$ cat src/rtl/rxf_pkg.sv
package rxf_pkg;
  // one stored queue entry: flags above the character
  typedef struct packed {
    logic       frm;
    logic       par;
    logic       brk;
    logic [7:0] ch;
  } rx_entry_t;

  localparam int ENTRY_W = $bits(rx_entry_t);
  localparam int WORD_W  = ENTRY_W + 1;

  // status vector bit positions
  localparam int ST_OVR  = 0;
  localparam int ST_THR  = 1;
  localparam int ST_IDLE = 2;
  localparam int ST_NE   = 3;
  localparam int N_SRC   = 3;
endpackage

$ cat src/rtl/rxf_store.sv
module rxf_store
  import rxf_pkg::*;
#(
  parameter  int DEPTH = 16,
  localparam int AW    = (DEPTH > 1) ? $clog2(DEPTH) : 1,
  localparam int LW    = $clog2(DEPTH + 1)
) (
  input  logic              clk,
  input  logic              rst,
  input  logic              clr,
  input  logic              push,
  input  logic              pop,
  input  rx_entry_t         din,
  output logic [LW-1:0]     level,
  output logic              overrun,
  output logic [WORD_W-1:0] rd_word,
  output logic              activity
);
  logic [AW-1:0] wp, rp;
  rx_entry_t     mem [DEPTH];
  rx_entry_t     mem_q;
  logic          hit;
  logic          full, empty, do_wr, do_rd;

  function automatic logic [AW-1:0] step_ptr(input logic [AW-1:0] p);
    return (p == AW'(DEPTH - 1)) ? '0 : p + 1'b1;
  endfunction

  assign full     = (level == LW'(DEPTH));
  assign empty    = (level == '0);
  assign do_wr    = push && !full && !clr;
  assign do_rd    = pop && !empty && !clr;
  assign activity = do_wr || do_rd;

  // storage kept free of reset so it maps onto block RAM
  always_ff @(posedge clk) begin
    if (do_wr) mem[wp] <= din;
  end

  always_ff @(posedge clk) begin
    if (do_rd) mem_q <= mem[rp];
  end

  always_ff @(posedge clk) begin
    if (rst || clr) begin
      wp      <= '0;
      rp      <= '0;
      level   <= '0;
      overrun <= 1'b0;
      hit     <= 1'b0;
    end else begin
      if (do_wr) wp <= step_ptr(wp);
      if (do_rd) rp <= step_ptr(rp);
      level <= level + LW'(do_wr) - LW'(do_rd);
      if (push && full) overrun <= 1'b1;
      if (pop) hit <= do_rd;
    end
  end

  assign rd_word = hit ? {1'b1, mem_q} : '0;

  // occupancy never passes the depth
  assert_no_overflow_R1: assert property (@(posedge clk) disable iff (rst)
    level <= LW'(DEPTH));
  // overrun survives everything except a clear
  assert_ovr_sticky_R4: assert property (@(posedge clk) disable iff (rst)
    (overrun && !clr) |=> overrun);
  // clear empties the queue and drops overrun at once
  assert_clear_R10: assert property (@(posedge clk) disable iff (rst)
    clr |=> (level == '0 && !overrun && rd_word[WORD_W-1] == 1'b0));
  // an empty read yields no valid word and leaves the read position
  assert_empty_read_R3: assert property (@(posedge clk) disable iff (rst)
    (pop && empty && !clr) |=> (rd_word[WORD_W-1] == 1'b0 && $stable(rp)));
endmodule

$ cat src/rtl/rxf_idle_timer.sv
module rxf_idle_timer #(
  parameter int TW = 4
) (
  input  logic          clk,
  input  logic          rst,
  input  logic          clr,
  input  logic          activity,
  input  logic          nonempty,
  input  logic          tick,
  input  logic [TW-1:0] limit,
  output logic          expired
);
  logic [TW-1:0] cnt;
  logic [TW:0]   cnt_inc;

  assign cnt_inc = {1'b0, cnt} + 1'b1;

  always_ff @(posedge clk) begin
    if (rst || clr || activity || !nonempty) begin
      cnt     <= '0;
      expired <= 1'b0;
    end else if (tick && !expired && limit != '0) begin
      cnt <= cnt_inc[TW-1:0];
      if (cnt_inc >= {1'b0, limit}) expired <= 1'b1;
    end
  end

  // the idle condition only exists on a non-empty queue
  assert_idle_nonempty_R6: assert property (@(posedge clk) disable iff (rst)
    expired |-> nonempty);
endmodule

$ cat src/rtl/uart_rx_fifo_irq.sv
module uart_rx_fifo_irq
  import rxf_pkg::*;
#(
  parameter  int DEPTH = 16,
  parameter  int TW    = 4,
  localparam int LW    = $clog2(DEPTH + 1)
) (
  input  logic              clk,
  input  logic              rst,
  input  logic              rx_en,
  input  logic              in_valid,
  input  logic [7:0]        in_char,
  input  logic              in_brk,
  input  logic              in_par_err,
  input  logic              in_frm_err,
  input  logic              char_tick,
  input  logic              fifo_clr,
  input  logic              pop,
  input  logic [LW-1:0]     thresh,
  input  logic [TW-1:0]     idle_limit,
  input  logic [N_SRC-1:0]  irq_mask,
  output logic [WORD_W-1:0] rd_word,
  output logic [3:0]        irq_status,
  output logic              irq
);
  rx_entry_t     din;
  logic [LW-1:0] level;
  logic          overrun, activity, expired, nonempty, push;

  assign din      = '{frm: in_frm_err, par: in_par_err, brk: in_brk, ch: in_char};
  assign push     = in_valid && rx_en;
  assign nonempty = (level != '0);

  rxf_store #(.DEPTH(DEPTH)) u_store (
    .clk      (clk),
    .rst      (rst),
    .clr      (fifo_clr),
    .push     (push),
    .pop      (pop),
    .din      (din),
    .level    (level),
    .overrun  (overrun),
    .rd_word  (rd_word),
    .activity (activity)
  );

  rxf_idle_timer #(.TW(TW)) u_idle (
    .clk      (clk),
    .rst      (rst),
    .clr      (fifo_clr),
    .activity (activity),
    .nonempty (nonempty),
    .tick     (char_tick),
    .limit    (idle_limit),
    .expired  (expired)
  );

  always_comb begin
    irq_status          = '0;
    irq_status[ST_OVR]  = overrun;
    irq_status[ST_THR]  = (level > thresh);
    irq_status[ST_IDLE] = expired;
    irq_status[ST_NE]   = nonempty;
  end

  always_ff @(posedge clk) begin
    if (rst) irq <= 1'b0;
    else     irq <= |(irq_status[N_SRC-1:0] & irq_mask);
  end

  // a disabled receiver stores nothing
  assert_rx_gate_R9: assert property (@(posedge clk) disable iff (rst)
    (!rx_en && !pop && !fifo_clr) |=> $stable(level));
  // not-empty alone never raises the line
  assert_ne_unmasked_R7: assert property (@(posedge clk) disable iff (rst)
    (irq_status[N_SRC-1:0] == '0) |=> !irq);
endmodule

$ cat config.mk
export PLATFORM = sky130hd
export DESIGN_NAME = uart_rx_fifo_irq
export DESIGN_NICKNAME = d
export VERILOG_FILES = /design/src/rtl/rxf_pkg.sv /design/src/rtl/rxf_store.sv /design/src/rtl/rxf_idle_timer.sv /design/src/rtl/uart_rx_fifo_irq.sv
export SDC_FILE = /design/constraint.sdc
export NUM_CORES = 1
export LEC_CHECK = 0
export ABC_AREA = 1
export BUFFER_PORTS_ARGS = -buffer_cell sky130_fd_sc_hd__buf_2
export CORE_MARGIN = 3
export CORE_UTILIZATION = 44
export CTS_CLUSTER_SIZE = 8
export DETAILED_ROUTE_END_ITERATION = 12
export SLEW_MARGIN = 5
export SYNTH_ARGS = -nofsm -noshare
export SYNTH_HDL_FRONTEND = slang
export SYNTH_HIERARCHICAL = 1
export SYNTH_SLANG_ARGS = --single-unit
$ cat constraint.sdc
create_clock -name clk -period 2.9 [get_ports clk]
set_input_delay 0.435 -clock clk [delete_from_list [all_inputs] [get_ports clk]]
set_output_delay 0.435 -clock clk [all_outputs]
set_load 0.005 [all_outputs]
==> results.sh <==
export IMPL_fmax_mhz=396
export IMPL_ioPinCount=47
export IMPL_rsz0062_at_grt="false"
export IMPL_cp_num_buf_inv=1
export IMPL_reg2regPathDepth=13
export IMPL_slew_headroom=0.343
export IMPL_post_route_period_util=0.870
export IMPL_cts_tree="done"
export IMPL_die_h_um=154
export IMPL_num_vias=6565
export IMPL_cp_cell_sequence="inv_1 > ha_1 > nand3_1 > nand2_1 > ha_1 > ha_1 > fa_1 > nand2_1 > nand2_1 > a21oi_1 > nand2_1 > nand2_1 > nor2_1"
export IMPL_fin_setup_tns_ns=0
export IMPL_p_switching_mw=1.42
export IMPL_arrival_ns=2.94
export IMPL_slew_violations=0
export IMPL_slowest_stage="dfxtp_1"
export IMPL_syn_nets=1056
export IMPL_ant_nets=0
export IMPL_route_detailed_wl_per_inst_um=15.8
export IMPL_synth_warnings=6
export IMPL_setup_viol=0
export IMPL_grt_ovfl_total=0
export IMPL_wl_met2_um=9810
export IMPL_drive_gt1_frac=0.106
export IMPL_cts_reportedPaths_clkPinSlew_ns=0.05
export IMPL_area_growth_pct=14.1
export IMPL_p_comb_frac=0.051
export IMPL_final_common_cell="nand2_1"
export IMPL_hold_path_depth=2
export IMPL_cp_depth=13
export IMPL_core_area_um2=21200
export IMPL_wl_met1_um=9900
export IMPL_leakagePower_nw=4.91
export IMPL_antenna_found_initial=0
export IMPL_required_ns=3.31
export IMPL_path_common_cell="nand2_1"
export IMPL_slowest_delay_ns=0.40
export IMPL_hold_viol=0
export IMPL_fillers=1932
export IMPL_cp_max_fo=7
export IMPL_synth_cell_types=29
export IMPL_drt_initial_drc_count=533
export IMPL_worst_setup_path_start_kind="register"
export IMPL_first_global_vias=6371
export IMPL_peakVddDrop_uv=366
export IMPL_hp_class="input port to register"
export IMPL_num_rows=53
export IMPL_initial_core_util=0.451
export IMPL_cts_resized=0
export IMPL_via_per_inst=4.82
export IMPL_final_cell_mix="367 x nand2_1, 187 x edfxtp_1, 177 x inv_1"
export IMPL_pwr_share_clk=0.453
export IMPL_synth_seq_cells=208
export IMPL_crit_family="adder cells"
export IMPL_regArea_um2=6040
export IMPL_die_w_um=154
export IMPL_seq_power_share=0.496
export IMPL_cts_max_level=1
export IMPL_cts_buffers=29
export IMPL_portBuffers=46
export IMPL_clkSinkCount=208
export IMPL_fp_dieArea_um2=23600
export IMPL_clock_path_buffers=3
export IMPL_internal_power_mw=5.26
export IMPL_p_per_area_nw_per_um2=612
export IMPL_ys_flop_type="edfxtp_1"
export IMPL_synthCells=1003
export IMPL_ctsHoldBuffers=0
export IMPL_yosysSeqAreaShare=0.630
export IMPL_final_util=0.515
export IMPL_met3_length_um=1430
export IMPL_routabilityCongestion=0.812
export IMPL_clockRootBuffer="clkbuf_16"
export IMPL_path_class="register to register"
export IMPL_synthArstFlopShare=0
export IMPL_grt_max_degree=92
export IMPL_dr_pass1_iters=5
export IMPL_wirelength_um=21500
export IMPL_fin_nets=1117
export IMPL_outcome="finished clean"
export IMPL_cap_violations=0
export IMPL_dp_hpwl_um=12800
export IMPL_drc=0
export IMPL_post_cts_buffers=0
export IMPL_maxUsedRoutingLayer="met4"
export IMPL_worst_pin_slew_ns=0.986
export IMPL_netlist_area_um2=9580
export IMPL_diodes=0
export IMPL_avgSynthCellArea_um2=9.55
export IMPL_sw_frac_of_total=0.213
export IMPL_finalClockSkew_ns=0.00796
export IMPL_multi_input_area_um2=2630
export IMPL_clk_latency_ns=0.52
export IMPL_synth_edf_count=187
export IMPL_endpoint_kind="register"
export IMPL_grt_pass1_wl_um=34400
export IMPL_gr_usage_all_layers=0.183
export IMPL_fin_crit_ns=2.52
[logic make-up after synthesis]
kind of cell	share of synthesized area
AO/OA/AOI/OAI	0.0159
adder cells (fa/ha/maj)	0.0308
flip-flops	0.630
buffers and inverters	0.0950
XOR/XNOR	0.00444
AND/OR/NAND/NOR	0.224
[layout make-up]
type / count / area share
clock buffer: 53 / 0.0746
inverter: 181 / 0.0624
timing repair buffer: 69 / 0.0380
multi-input combinational: 575 / 0.241
tap: 275 / 0.0315
sequential: 208 / 0.552
[Yosys cell counts, types with 2 or more instances]
cell type / count / share of area
buf_4: 16 / 0.013
inv_1: 177 / 0.069
nand2_2: 3 / 0.0020
dfxtp_1: 21 / 0.044
nor2_1: 41 / 0.016
edfxtp_1: 187 / 0.59
o21ai_0: 7 / 0.0037
nand3_2: 3 / 0.0031
nand2_1: 367 / 0.14
nor3_1: 2 / 0.0010
inv_2: 2 / 0.00078
a21oi_1: 12 / 0.0063
xor2_1: 2 / 0.0018
nand4_1: 3 / 0.0020
a21oi_2: 2 / 0.0018
ha_1: 22 / 0.029
o21ai_1: 2 / 0.0010
nor2_4: 2 / 0.0024
clkbuf_1: 6 / 0.0024
buf_2: 17 / 0.0089
nand3_1: 101 / 0.053
[worst paths after layout]
check              startpoint                to  slack (ns)
max reg2reg  u_store/level[3]  u_store/level[4]        0.38
min                       rst               irq        0.11
max          u_store/level[3]  u_store/level[4]        0.38
min reg2reg   u_store/overrun   u_store/overrun        0.49
[metal layers]
layer / up-vias / global-route usage
li1: 3292 / -
met4: 0 / 0.0496
met5: - / 0
met1: 3035 / 0.264
met2: 211 / 0.292
met3: 27 / 0.0281
[per-stage QoR]
stage	instance area (um2)	hold slack [ns]	worst slack (ns)	instances	power (mW)
floorplan	9580	0.444	0.550	1003	3.59
CTS	10900	0.0884	0.368	1361	6.77
finish	10900	0.115	0.376	1361	6.69
global route	10900	0.103	0.138	1361	6.95
global placement	10100	0.462	0.478	1308	3.71
detailed placement	10100	0.468	0.384	1308	3.72
[power by group through the flow]
stage / sequential [mW] / clock, mW / combinational, mW
floorplan: 3.37 / 0 / 0.218
global placement: 3.37 / 0 / 0.340
detailed placement: 3.37 / 0 / 0.342
CTS: 3.31 / 3.11 / 0.344
global route: 3.31 / 3.24 / 0.393
finish: 3.32 / 3.03 / 0.340
[registers in the layout (all words and copies together), names as in the netlist]
| name | count |
|---|---|
| irq | 1 |
| u_store/wp | 4 |
| u_idle/cnt | 4 |
| u_store/overrun | 1 |
| u_store/mem_q | 11 |
| u_store/mem | 176 |
| u_store/rp | 4 |
| u_store/level | 5 |
| u_store/hit | 1 |
| u_idle/expired | 1 |
[worst reg2reg max path, delay by kind of cell, from the launching register on]
family / cells / cell delay, ns
adder cells (fa/ha/maj): 4 / 1.15
flip-flops: 1 / 0.40
buffers and inverters: 1 / 0.09
AND/OR/NAND/NOR: 7 / 0.63
AO/OA/AOI/OAI: 1 / 0.17
Note: power is estimated with default switching activity, not from simulation.
